[config.mk]
export PLATFORM = sky130hd
export DESIGN_NAME = ring_cmdq_tracker
export DESIGN_NICKNAME = d
export VERILOG_FILES = /design/src/rtl/ring_pkg.sv /design/src/rtl/ring_rdptr.sv /design/src/rtl/ring_status.sv /design/src/rtl/ring_cmdq_tracker.sv
export SDC_FILE = /design/constraint.sdc
export NUM_CORES = 1
export LEC_CHECK = 0
export BUFFER_PORTS_ARGS = -buffer_cell sky130_fd_sc_hd__buf_2
export CAP_MARGIN = 20
export CELL_PAD_IN_SITES_DETAIL_PLACEMENT = 1
export CELL_PAD_IN_SITES_GLOBAL_PLACEMENT = 2
export CORE_MARGIN = 2
export CORE_UTILIZATION = 25
export DETAILED_ROUTE_END_ITERATION = 10
export GPL_TIMING_DRIVEN = 1
export PLACE_DENSITY = 0.75
export SLEW_MARGIN = 20
export SYNTH_ARGS = -nofsm -noshare
export SYNTH_HDL_FRONTEND = slang
export SYNTH_SLANG_ARGS = --single-unit
[constraint.sdc]
create_clock -name clk -period 3 [get_ports clk]
set_input_delay 0 -clock clk [delete_from_list [all_inputs] [get_ports clk]]
set_output_delay 0 -clock clk [all_outputs]
set_load 0.01 [all_outputs]
[src/rtl/ring_pkg.sv]
package ring_pkg;
    localparam int REG_ADDR_W = 3;

    typedef enum logic [REG_ADDR_W-1:0] {
        RA_BASE  = 3'd0,
        RA_END   = 3'd1,
        RA_WRPTR = 3'd2,
        RA_RDPTR = 3'd3,
        RA_CTRL  = 3'd4,
        RA_STAT  = 3'd5
    } reg_addr_e;

    localparam logic [31:0] RD_RESET_KEY = 32'hEE88_2266;

    // bit positions shared by control (enables) and status
    localparam int EV_LSB   = 16;
    localparam int CT_DIR   = 0;
    localparam int CT_DS256 = 20;

    // index 0 = upstream done, 1 = downstream done, 2 = downstream dirty
    typedef struct packed {
        logic dirty;
        logic dn;
        logic up;
    } evt_t;
endpackage

[src/rtl/ring_rdptr.sv]
module ring_rdptr #(
    parameter int PTR_W  = 16,
    parameter int STRIDE = 2
) (
    input  logic             clk,
    input  logic             rst_n,
    input  logic             consume_i,
    input  logic             key_wr_i,
    input  logic [PTR_W-1:0] wr_ptr_i,
    input  logic [PTR_W-1:0] end_ptr_i,
    output logic [PTR_W-1:0] rd_ptr_o
);
    localparam logic [PTR_W:0] STEP = (PTR_W+1)'(STRIDE);

    typedef struct packed {
        logic [PTR_W-1:0] rd;
    } st_t;

    st_t s_d, s_q;
    logic [PTR_W:0] nxt;

    always_comb begin
        s_d = s_q;
        nxt = {1'b0, s_q.rd} + STEP;
        if (key_wr_i) begin
            s_d.rd = '0;
        end else if (consume_i && (s_q.rd != wr_ptr_i)) begin
            if (nxt >= {1'b0, end_ptr_i}) s_d.rd = '0;
            else                          s_d.rd = nxt[PTR_W-1:0];
        end
    end

    always_ff @(posedge clk or negedge rst_n) begin
        if (!rst_n) s_q <= '0;
        else        s_q <= s_d;
    end

    assign rd_ptr_o = s_q.rd;
endmodule

[src/rtl/ring_status.sv]
module ring_status
    import ring_pkg::*;
(
    input  logic clk,
    input  logic rst_n,
    input  evt_t evt_i,
    input  logic clr_wr_i,
    input  evt_t clr_mask_i,
    input  evt_t en_i,
    output evt_t status_o,
    output logic irq_o
);
    typedef struct packed {
        evt_t stat;
        logic irq;
    } st_t;

    st_t s_d, s_q;

    always_comb begin
        s_d = s_q;
        if (clr_wr_i) s_d.stat = s_q.stat & ~clr_mask_i;
        s_d.stat = s_d.stat | evt_i;
        s_d.irq  = |(s_q.stat & en_i);
    end

    always_ff @(posedge clk or negedge rst_n) begin
        if (!rst_n) s_q <= '0;
        else        s_q <= s_d;
    end

    assign status_o = s_q.stat;
    assign irq_o    = s_q.irq;
endmodule

[src/rtl/ring_cmdq_tracker.sv]
module ring_cmdq_tracker
    import ring_pkg::*;
#(
    parameter int PTR_W  = 16,
    parameter int STRIDE = 2
) (
    input  logic                  clk,
    input  logic                  rst_n,
    input  logic                  reg_wr_i,
    input  logic [REG_ADDR_W-1:0] reg_addr_i,
    input  logic [31:0]           reg_wdata_i,
    output logic [31:0]           reg_rdata_o,
    input  logic                  consume_i,
    input  logic                  up_done_i,
    input  logic                  dn_done_i,
    input  logic                  dn_dirty_i,
    output logic [31:0]           queue_base_o,
    output logic [PTR_W-1:0]      head_ptr_o,
    output logic                  irq_o,
    output logic                  xfer_ok_o,
    output logic                  xfer_fail_o,
    output logic                  ds_256_o
);
    localparam int PAD_W = 32 - PTR_W;

    typedef struct packed {
        logic [31:0]      base;
        logic [PTR_W-1:0] end_p;
        logic [PTR_W-1:0] wr;
        evt_t             en;
        logic             ds256;
        logic             dir_up;
    } cfg_t;

    cfg_t c_d, c_q;

    logic       wr_base, wr_end, wr_wrp, wr_rdp, wr_ctrl, wr_stat;
    logic       key_wr;
    logic [PTR_W-1:0] rd_ptr_w;
    evt_t       stat_w;
    evt_t       evt_w;
    evt_t       clr_mask_w;

    always_comb begin
        wr_base = reg_wr_i && (reg_addr_i == RA_BASE);
        wr_end  = reg_wr_i && (reg_addr_i == RA_END);
        wr_wrp  = reg_wr_i && (reg_addr_i == RA_WRPTR);
        wr_rdp  = reg_wr_i && (reg_addr_i == RA_RDPTR);
        wr_ctrl = reg_wr_i && (reg_addr_i == RA_CTRL);
        wr_stat = reg_wr_i && (reg_addr_i == RA_STAT);
        key_wr  = wr_rdp && (reg_wdata_i == RD_RESET_KEY);
    end

    always_comb begin
        c_d = c_q;
        if (wr_base) c_d.base  = reg_wdata_i;
        if (wr_end)  c_d.end_p = reg_wdata_i[PTR_W-1:0];
        if (wr_wrp)  c_d.wr    = reg_wdata_i[PTR_W-1:0];
        if (wr_ctrl) begin
            c_d.en     = reg_wdata_i[EV_LSB+2:EV_LSB];
            c_d.ds256  = reg_wdata_i[CT_DS256];
            c_d.dir_up = reg_wdata_i[CT_DIR];
        end
    end

    always_ff @(posedge clk or negedge rst_n) begin
        if (!rst_n) c_q <= '0;
        else        c_q <= c_d;
    end

    ring_rdptr #(.PTR_W(PTR_W), .STRIDE(STRIDE)) u_rdptr (
        .clk       (clk),
        .rst_n     (rst_n),
        .consume_i (consume_i),
        .key_wr_i  (key_wr),
        .wr_ptr_i  (c_q.wr),
        .end_ptr_i (c_q.end_p),
        .rd_ptr_o  (rd_ptr_w)
    );

    assign evt_w      = '{dirty: dn_dirty_i, dn: dn_done_i, up: up_done_i};
    assign clr_mask_w = reg_wdata_i[EV_LSB+2:EV_LSB];

    ring_status u_status (
        .clk        (clk),
        .rst_n      (rst_n),
        .evt_i      (evt_w),
        .clr_wr_i   (wr_stat),
        .clr_mask_i (clr_mask_w),
        .en_i       (c_q.en),
        .status_o   (stat_w),
        .irq_o      (irq_o)
    );

    always_comb begin
        reg_rdata_o = '0;
        case (reg_addr_i)
            RA_BASE:  reg_rdata_o = c_q.base;
            RA_END:   reg_rdata_o = {{PAD_W{1'b0}}, c_q.end_p};
            RA_WRPTR: reg_rdata_o = {{PAD_W{1'b0}}, c_q.wr};
            RA_RDPTR: reg_rdata_o = {{PAD_W{1'b0}}, rd_ptr_w};
            RA_CTRL: begin
                reg_rdata_o[EV_LSB+2:EV_LSB] = c_q.en;
                reg_rdata_o[CT_DS256]        = c_q.ds256;
                reg_rdata_o[CT_DIR]          = c_q.dir_up;
            end
            RA_STAT:  reg_rdata_o[EV_LSB+2:EV_LSB] = stat_w;
            default:  reg_rdata_o = '0;
        endcase
    end

    assign xfer_fail_o  = stat_w.dirty;
    assign xfer_ok_o    = !stat_w.dirty && (c_q.dir_up ? stat_w.up : stat_w.dn);
    assign ds_256_o     = c_q.ds256;
    assign queue_base_o = c_q.base;
    assign head_ptr_o   = rd_ptr_w;
endmodule

* Word-level counts from Yosys, hierarchy flattened *
Cells that the tools add are included.

operators by class
  add/sub/neg operators = 1
  multiply operators = 0
  divide/modulo/power cells = 0
  magnitude comparators = 1
  equality and inequality tests = 7
  shift-type cells = 0
  mux-type cells = 11
  bitwise gates (word level) = 4
  reduce and logical (&&, ||, !) cells = 13

operators with widths
  cell                                                  count
  one-hot mux 15 bit (4 select lines)                   1
  two-way mux 16 bit                                    3
  equality test 32 bit (second input constant)          1
  adder 16 x 2 -> 17 bit (second input constant)        1
  greater-or-equal comparator 17 x 16 -> 1 bit          1
  inequality test 16 bit                                1
  two-way mux 11 bit                                    1
  logical AND 1 bit                                     9
  one-hot mux 3 bit (3 select lines)                    1
  bitwise AND 3 bit                                     2
  equality test 3 x 2 -> 1 bit (second input constant)  2
  equality test 3 bit (second input constant)           2
  one-hot mux 1 bit (5 select lines)                    1
  equality test 3 x 1 -> 1 bit (second input constant)  1
  zero test 3 bit                                       1
  two-way mux 3 bit                                     1
  inverter 3 bit                                        1
  OR 3 bit                                              1
  OR reduction 3 bit                                    1
  two-way mux 1 bit                                     2
  one-hot mux 1 bit (2 select lines)                    1
  nonzero test 2 bit                                    1
  zero test 1 bit                                       1

storage, ports and cells
  flip-flop bits (word level) = 89
  bits in latches = 0
  memory bits (writable) = 0
  memory bits (read-only) = 0
  input port bits = 42
  output and inout bits = 84
  logic and storage cells = 50
  memories kept = 0

* Longest topological paths before layout *
Gate-level depths: netlist (run 1).

  word-level depth = 5
  mapped depth = 13
  mapped depth without buffers = 11

* Hierarchy *
From an unflattened synthesis (run 1), not the netlist that was laid out.

unflattened totals
  cells, all modules = 475
  area, all modules = 5,726.7 µm²

modules (own cells, without submodules)
  module             times used  cells each  area an instance (µm²)  seq. area each (µm²)
  ring_cmdq_tracker  1           268         3,915.0                 1,726.7
  ring_rdptr         1           195         1,664.1                 375.4
  ring_status        1           12          147.6                   100.1

* Worst setup path before layout (run 1) *
Ideal clock, no wire load.

  kind = flip-flop to flip-flop
  from = register u_rdptr.s_q, in the netlist u_rdptr.rd_ptr_o[4]
  to = register u_rdptr.s_q, in the netlist u_rdptr.rd_ptr_o[10]
  library setup time = 77 ps
  arrival = 3,393 ps
  data required time = 2,923 ps
  setup slack = -470 ps
  stages on the path, launching flop included = 14
  path buffers = 2
  clock period less this slack = 3,470 ps
  cells stage by stage = dfrtp_1 > clkbuf_1 > nand4_1 > nor3_1 > and4_1 > xor2_1 > ha_1 > nand3_1 > nor3_1 > a221o_1 > a2111oi_4 > buf_2 > nand3_1 > a21oi_1

between the ends
  word-level cells in the longest chain between the ends = 5
  elaborated cells on any way between the ends = 8
  classes of those cells = add/sub: 1; order compare: 1; eq/ne: 1; mux: 3; reduce/logical: 2

ends and longest elaborated chain
  item                                          line              RTL
  start: declaration                            ring_rdptr.sv:19  st_t s_d, s_q;
  start signal: assignment                      ring_rdptr.sv:34  if (!rst_n) s_q <= '0;
  start signal: assignment                      ring_rdptr.sv:35  else s_q <= s_d;
  adder 16 x 2 -> 17 bit                        ring_rdptr.sv:24  nxt = {1'b0, s_q.rd} + STEP;
  greater-or-equal comparator 17 x 16 -> 1 bit  ring_rdptr.sv:28  if (nxt >= {1'b0, end_ptr_i}) s_d.rd = '0;
  two-way mux 16 bit                            ring_rdptr.sv:28
  two-way mux 16 bit                            ring_rdptr.sv:27  end else if (consume_i && (s_q.rd != wr_ptr_i)) begin
  two-way mux 16 bit                            ring_rdptr.sv:25  if (key_wr_i) begin

Parallel ways exist; a longest one is shown, timed or not. The select of a mux whose other input is x is not followed.
A chain may end at the register's enable or synchronous reset.

* Worst setup path after layout (run 1) *
  from = register u_rdptr.s_q, in the netlist u_rdptr.rd_ptr_o[1]
  to = register u_rdptr.s_q, in the netlist u_rdptr.rd_ptr_o[2]

The elaborated chain is that of the path after synthesis.

==> summary.md, run 1 <==
| Metric | Value |
|---|---|
| Synth Area in XOR/XNOR | `4.67%` |
| Crit path capture | `u_rdptr.rd_ptr_o[2]` |
| Flops & latches, synth | `88` |
| Period Utilization, post-route | `101%` |
| Setup crit start | `u_rdptr.rd_ptr_o[1]` |
| Row cnt | `53` |
| Slew Limit Fails | `0` |
| Die width | `149 um` |
| Sink Count | `88` |
| GRT Total Usage | `15.8%` |
| Mux cell area share after synthesis | `19.1%` |
| Syn Inst Count | `495` |
| Simple-gate share of the synthesized area | `15.4%` |
| Via/cell ratio | `4.67` |
| Worst r2r dst | `u_rdptr.rd_ptr_o[2]` |
| H-tree levels | `3` |
| Internal Power | `0.00290 W` |
| Gp weighted congestion | `0.833` |
| Via count | `4,255` |
| Die height | `149 um` |
| Gr ovfl total | `0` |
| Top FF cell, synth | `dfrtp_1` |
| Clock buffer depth | `2` |
| Highest-delay cell along the critical path | `dfrtp_1` |
| Worst path max stage delay | `0.39 ns` |
| Number of synthesized flops with an enable pin | `0` |
| Clock tree root buffer cell | `clkbuf_16` |
| Syn nets | `553` |
| Main combinational cell family by area after synthesis | `multiplexers` |
| Synthesized area | `5260 um^2` |
| Routed Antenna Nets | `0` |
| Sequential share of power | `37.6%` |
| Ys Warns | `0` |
| Mapped Avg Cell Area | `10.6 um^2` |
| VDD IR max | `0.333 mV` |
| CTS tree | `done` |
| Tot Pwr | `0.00437 W` |
| Layout Skew | `0.00514 ns` |
| DRC Markers | `0` |
| Crit-path max FO | `19` |
| Post-DR wirelength/cell | `19.1 um` |
| Buffers on Ports | `124` |
| Register area share after synthesis | `41.9%` |
| Final setup fails | `1` |
| Final TNS setup | `-0.0151 ns` |
| Critical path arrival | `3.28 ns` |
| Crit path launch type | `register` |
| CP Capture Type | `register` |
| Worst-skew pair later-pin latency | `0.34 ns` |
| Yosys cell types | `45` |
| Core area | `20,800 um^2` |
| WL final | `17,400 um` |
| First-pass GRT wire length | `26,900 um` |
| Worst r2r path cells | `12` |
| Failing checks | `negative setup slack` |
| Pin count of the biggest net entering global routing | `44` |
| Final HPWL DP | `12,600 um` |
| CTS buffer count | `9` |
| Relative slew slack | `39.4%` |
| Max Freq | `332 MHz` |
| Final instance area | `6830 um^2` |
| DIE AREA | `22,200 um^2` |
| Area Overhead vs Synth | `29.9%` |
| Dpl cell area | `6040 um^2` |
| Initial core utilization | `25.2%` |
| Min cycle time layout | `3.02 ns` |
| Status | `finished with violations` |
| Number of global-route vias before repair | `4,594` |
| Clock slew at reported path FFs | `0.06 ns` |
| PwrDens | `640 nW/um^2` |
| DRT Pass-1 Iters | `4` |
| Synth async-reset ratio | `100%` |
| N_diodes | `0` |
| Clock Power Share | `28.8%` |
| Hold violation count in the final report | `0` |
| Sw frac | `33.6%` |
| Hold_sp | `reg_wdata_i[0]` |
| Maxcap violations | `0` |
| WP data required | `3.27 ns` |
| Comb pwr share | `33.6%` |
| Minimum setup slack among reg-to-reg paths | `-0.02 ns` |
| Min-delay worst type | `primary input to register` |
| Nets | `689` |
| Layout cells sized above 1 | `39.8%` |
| CP dominant cell by count | `nand3_1` |
| Post-Synth Adder-Cell Area | `3.81%` |
| Static Leak | `3.12 nW` |
| Switching pwr | `0.00147 W` |
| Starting DRT DRC Count | `168` |
| RSZ-0062 raised after global routing | `yes` |
| Setup CP Type | `register to register` |
| Initial antenna violation count | `0` |
| Worst r2r src | `u_rdptr.rd_ptr_o[1]` |
| Top Ports | `126` |
| Cells along the critical path | `nand3_1 > nor3_4 > and4_4 > xor2_2 > ha_1 > a21o_1 > a221o_1 > a2111oi_4 > buf_12 > buf_4 > nand3_1 > a21oi_1` |
| Compound-gate portion of the synthesized area | `6.12%` |
| Setup WS post-layout | `-0.0151 ns` |
| Worst Tran Pin Value | `0.909 ns` |
==> sequential cells by signal, summed over array words and instances (netlist names) <==
name and cells:
ds_256_o 1, queue_base_o 32, u_rdptr.rd_ptr_o 15, u_status.irq_o 1, u_status.status_o 3, c_q 36
==> metrics by stage <==
stage | worst slack, ns | utilization (%) | hold WS, ns | std cells
detailed placement | 0.0595 | 29.0 | 0.0389 | 853
CTS | 0.0222 | 32.4 | 0.00907 | 907
global route | -0.174 | 32.8 | 0.0161 | 911
finish | -0.0151 | 32.8 | 0.0148 | 911
global placement | 0.224 | 29.0 | 0.0324 | 853
floorplan | -0.000652 | - | -0.296 | 495
==> cells in the final DEF (no fill, tap or decap), types with 2 or more instances in the layout <==
cell type and count:
dfrtp_1 86, nand3_2 2, nand3_1 20, dfrtp_2 2, a21oi_1 13, clkbuf_16 9, nand4_1 8, and4_4 2
and3_1 3, a21o_1 5, buf_4 28, nand3b_1 3, nand2_1 41, bufinv_16 2, dlygate4sd3_1 38, inv_1 19
mux2_2 54, a31oi_1 8, nor3_1 5, nor4_1 5, o21ai_0 18, xor2_2 2, and2_1 29, xnor2_1 7
ha_1 16, a21oi_2 4, nand4b_1 5, mux2i_1 6, buf_2 123, mux4_2 15, xor2_1 18, clkbuf_8 2
nor2_1 17
==> synthesized netlist by cell type, types with 2 or more instances <==
master     n  area share [%]
dfrtp_1   88              42
mux2_2    54              12
nand2_1   41             2.9
buf_4     33             4.7
and2_1    29             3.5
clkbuf_1  23             1.6
nand3_1   22             2.1
xor2_1    20             3.3
inv_1     19             1.4
o21ai_0   18             1.7
nor2_1    17             1.2
a21oi_1   16             1.5
ha_1      16             3.8
mux4_2    15             6.4
a31oi_1    8            0.95
nand4_1    8            0.95
xnor2_1    8             1.3
mux2i_1    6             1.1
nor3_1     6            0.57
a21o_1     5            0.71
buf_1      5            0.36
nand4b_1   5            0.83
nor4_1     5            0.60
and3_1     3            0.36
nand3b_1   3            0.43
and4_1     2            0.33
buf_2      2            0.19
==> worst max-delay path: cells and delay by family (launching register included) <==
family	cells	cell delay, ns
xor+xnor	1	0.19
simple gates	4	0.73
buf+inv	2	0.33
fa+ha+maj	1	0.30
flops	1	0.39
compound gates	4	0.99
==> what timing repair did <==
item	in CTS	in global routing
gates resized for setup	0	11
endpoints found under the setup margin	0	15
hold buffers	38	0
setup buffers	0	4
endpoints found under the hold margin	107	0
==> power groups by stage <==
stage	clock, W	combinational [W]	sequential, W
2_1_floorplan	0	0.000966	0.00162
3_3_place_gp	0	0.00138	0.00163
3_5_place_dp	0	0.00141	0.00166
4_1_cts	0.00128	0.00146	0.00164
5_1_grt	0.00133	0.00162	0.00168
6_report	0.00126	0.00147	0.00164
==> worst min path at each step <==
stage | slack (ns) | endpoint | depth (start not counted)
floorplan | -0.30 | c_q[0] | 0
finish | 0.01 | c_q[21] | 2
detailed placement | 0.04 | queue_base_o[19] | 1
CTS | 0.009 | c_q[21] | 2
global placement | 0.03 | queue_base_o[19] | 1
global route | 0.02 | c_q[21] | 2
==> cell type report <==
type / count / area (um^2)
Clock buffer: 12 / 256
Clock inverter: 4 / 76.3
Fill cell: 2357 / 14000
Inverter: 19 / 71.3
Multi-Input combinational cell: 323 / 2650
Sequential cell: 88 / 2200
Tap cell: 275 / 344
Timing Repair Buffer: 190 / 1230
==> cell families after synthesis <==
family          count (synthesis)
compound gates                 52
xor+xnor                       28
fa+ha+maj                      16
buf+inv                        84
flops                          88
mux                            75
other cells                     1
simple gates                  151
==> metal layers <==
| layer | global-route usage [%] | routed length [um] |
|---|---|---|
| met3 | 3.39 | 909 |
| met5 | 0 | 0 |
| met2 | 28.2 | 8840 |
| met1 | 19.3 | 7350 |
| met4 | 4.38 | 280 |
Power figures use the tool's default switching activity.
==> inputs of run 2 (changes only) <==
- CTS_CLUSTER_SIZE: not set -> 14
- HOLD_SLACK_MARGIN: not set -> 0.12
- SETUP_SLACK_MARGIN: not set -> 0.5
==> run 2 against run 1 <==
The run now ends clean; register-to-register slack improved by 0.07 ns; count of clock-buffer cells in the layout down 2; routed wire length shrank 2.4%; cell area rose by 0.60%; combinational power hardly changed; clock power down 8%; die area is the same; core utilization is 0.20 points higher; sequential share of layout area fell by 0.23 points; critical path type unchanged; largest power group unchanged; highest routed layer unchanged.
==> summary.md, run 2 (synthesis results as in run 1) <==
| Metric | Value |
|---|---|
| Setup crit start | `u_rdptr.rd_ptr_o[10]` |
| RSZ-0062 raised after global routing | `yes` |
| Multi-input logic area | `2680 um^2 (+1.2%)` |
| Top Ports | `126 (unchanged)` |
| Maxcap violations | `0 (unchanged)` |
| GRT Total Usage | `15.4% (-0.42 points)` |
| Hold_sp | `reg_wr_i` |
| DIE AREA | `22,200 um^2 (unchanged)` |
| Dpl cell area | `6060 um^2 (+0.41%)` |
| Die height | `149 um (unchanged)` |
| H-tree levels | `3 (unchanged)` |
| Critical path arrival | `3.21 ns (-0.07 ns)` |
| Final setup fails | `0 (-1)` |
| Via/cell ratio | `4.70 (+0.62%)` |
| Clock slew at reported path FFs | `0.07 ns (about the same)` |
| Number of global-route vias before repair | `4,720 (+2.7%)` |
| Core area | `20,800 um^2 (unchanged)` |
| Biggest register | `c_q` |
| Gp weighted congestion | `0.852 (+2.2%)` |
| Relative slew slack | `36.8% (-2.6 points)` |
| Final instance area | `6870 um^2 (+0.60%)` |
| Worst r2r src | `u_rdptr.rd_ptr_o[10]` |
| Sink Count | `88 (unchanged)` |
| CTS tree | `done` |
| Via count | `4,305 (+1.2%)` |
| Pin count of the biggest net entering global routing | `68 (+55%)` |
| Row cnt | `53 (unchanged)` |
| Worst r2r dst | `u_rdptr.rd_ptr_o[9]` |
| Minimum setup slack among reg-to-reg paths | `0.06 ns (+0.07 ns)` |
| Crit-path max FO | `8 (-11)` |
| CTS buffer count | `9 (unchanged)` |
| CP Capture Type | `register` |
| Initial antenna violation count | `0 (unchanged)` |
| Die width | `149 um (unchanged)` |
| Sequential cell area | `2200 um^2 (-0.11%)` |
| Final HPWL DP | `12,700 um (+0.79%)` |
| Final TNS setup | `0 ns (+0.0151 ns)` |
| Setup CP Type | `register to register` |
| Clock buffer depth | `2 (unchanged)` |
| Layout cells sized above 1 | `41.0% (+1.2 points)` |
| Routed Antenna Nets | `0 (unchanged)` |
| Layout Skew | `0.00794 ns (+0.00280 ns)` |
| WP data required | `3.27 ns (about the same)` |
| VDD IR max | `0.267 mV (-20%)` |
| Min-delay worst type | `primary input to register` |
| Most common cell after layout, fill and taps aside | `buf_2` |
| Status | `complete, no violations` |
| N_diodes | `0 (unchanged)` |
| Worst r2r path cells | `12 (unchanged)` |
| Clock tree root buffer cell | `clkbuf_16` |
| Max Freq | `340 MHz (+2.4%)` |
| Worst Tran Pin Value | `0.948 ns (+0.0383 ns)` |
| Hold_ws | `0.275 ns (+0.260 ns)` |
| Nets | `694 (+0.73%)` |
| Starting DRT DRC Count | `163 (-3.0%)` |
| Most frequent cells in the layout | `buf_2 (123), dfrtp_1 (88), mux2_2 (54), nand2_1 (41), dlygate4sd3_1 (39)` |
| Min cycle time layout | `2.94 ns (-0.0714 ns)` |
| Post-DR wirelength/cell | `18.5 um (-2.9%)` |
| Final cell utilization of the core | `33.0% (+0.20 points)` |
| DRT Pass-1 Iters | `5 (+1)` |
| PwrDens | `623 nW/um^2 (-2.7%)` |
| Static Leak | `3.13 nW (+0.41%)` |
| WL final | `17,000 um (-2.4%)` |
| Area Overhead vs Synth | `30.7%` |
| Period Utilization, post-route | `98.1% (-2.4 points)` |
| Crit path launch type | `register` |
| Slew Limit Fails | `0 (unchanged)` |
| Max reg flops | `36 (unchanged)` |
| Gr ovfl total | `0 (unchanged)` |
| DRC Markers | `0 (unchanged)` |
| Hold endpoint | `c_q[0]` |
| Fill cells | `2,346 (-0.47%)` |
| Buffers on Ports | `124 (unchanged)` |
| Hold path cells | `4 (+2)` |
| Worst-skew pair later-pin latency | `0.35 ns (about the same)` |
| Hold violation count in the final report | `0 (unchanged)` |
| First-pass GRT wire length | `26,300 um (-2.3%)` |
| Initial core utilization | `25.2% (unchanged)` |
==> run 2: layer usage <==
layer | part of all wire, % | up-vias | GRT usage [%]
met5 | 0 | - | 0
met4 | 2.1 | 0 | 5.38
met3 | 5.8 | 22 | 2.51
met2 | 51 | 155 | 28.1
met1 | 41 | 2141 | 18.3
li1 | - | 1987 | -
==> run 2: metrics by stage <==
step / setup WS (ns) / power (W) / std cells
finish: 0.0562 / 0.00428 / 916
global route: -0.142 / 0.00454 / 916
CTS: 0.118 / 0.00431 / 914
detailed placement: -0.00749 / 0.00308 / 855
global placement: 0.0632 / 0.00302 / 855
floorplan: 0.00977 / 0.00261 / 495
==> run 2: power breakdown <==
| part | switching (W) | leakage [nW] | internal [W] |
|---|---|---|---|
| Combinational | 0.000773 | 1.93 | 0.000707 |
| Clock | 0.000487 | 0.145 | 0.000671 |
| Sequential | 0.000204 | 1.05 | 0.00143 |
==> run 2: worst max path at each step <==
stage / to / slack, ns / depth (start not counted)
finish: u_rdptr.rd_ptr_o[9] / 0.06 / 12
global route: u_rdptr.rd_ptr_o[2] / -0.14 / 13
CTS: u_rdptr.rd_ptr_o[3] / 0.12 / 12
detailed placement: u_rdptr.rd_ptr_o[3] / -0.007 / 12
global placement: u_rdptr.rd_ptr_o[3] / 0.06 / 11
floorplan: u_rdptr.rd_ptr_o[12] / 0.01 / 13
==> run 2: worst max-delay path, cell delays in order, from the launching register on <==
cell	delay (ns)
dfrtp_1	0.39
nand3_1	0.15
nor3_4	0.29
and4_4	0.27
xor2_2	0.16
ha_1	0.27
a21o_1	0.17
a221o_1	0.33
a2111oi_4	0.24
buf_4	0.19
buf_8	0.14
nand3_1	0.10
a21oi_1	0.16
==> run 2: timing repair <==
item / 4_1_cts / 5_1_grt
resized for setup: 11 / 5
hold buffers: 39 / 0
pin swaps: 3 / 3
hold endpoints to repair: 137 / 0
cloned: 0 / 1
buffers inserted: 4 / 1
endpoints found under the setup margin: 15 / 15
==> run 2: layout make-up <==
class | count | share of cell area (%)
multi-input combinational | 323 | 39.0
sequential | 88 | 32.1
timing repair buffer | 195 | 18.4
tap | 275 | 5.01
clock buffer | 10 | 3.48
inverter | 19 | 1.04
clock inverter | 6 | 0.984
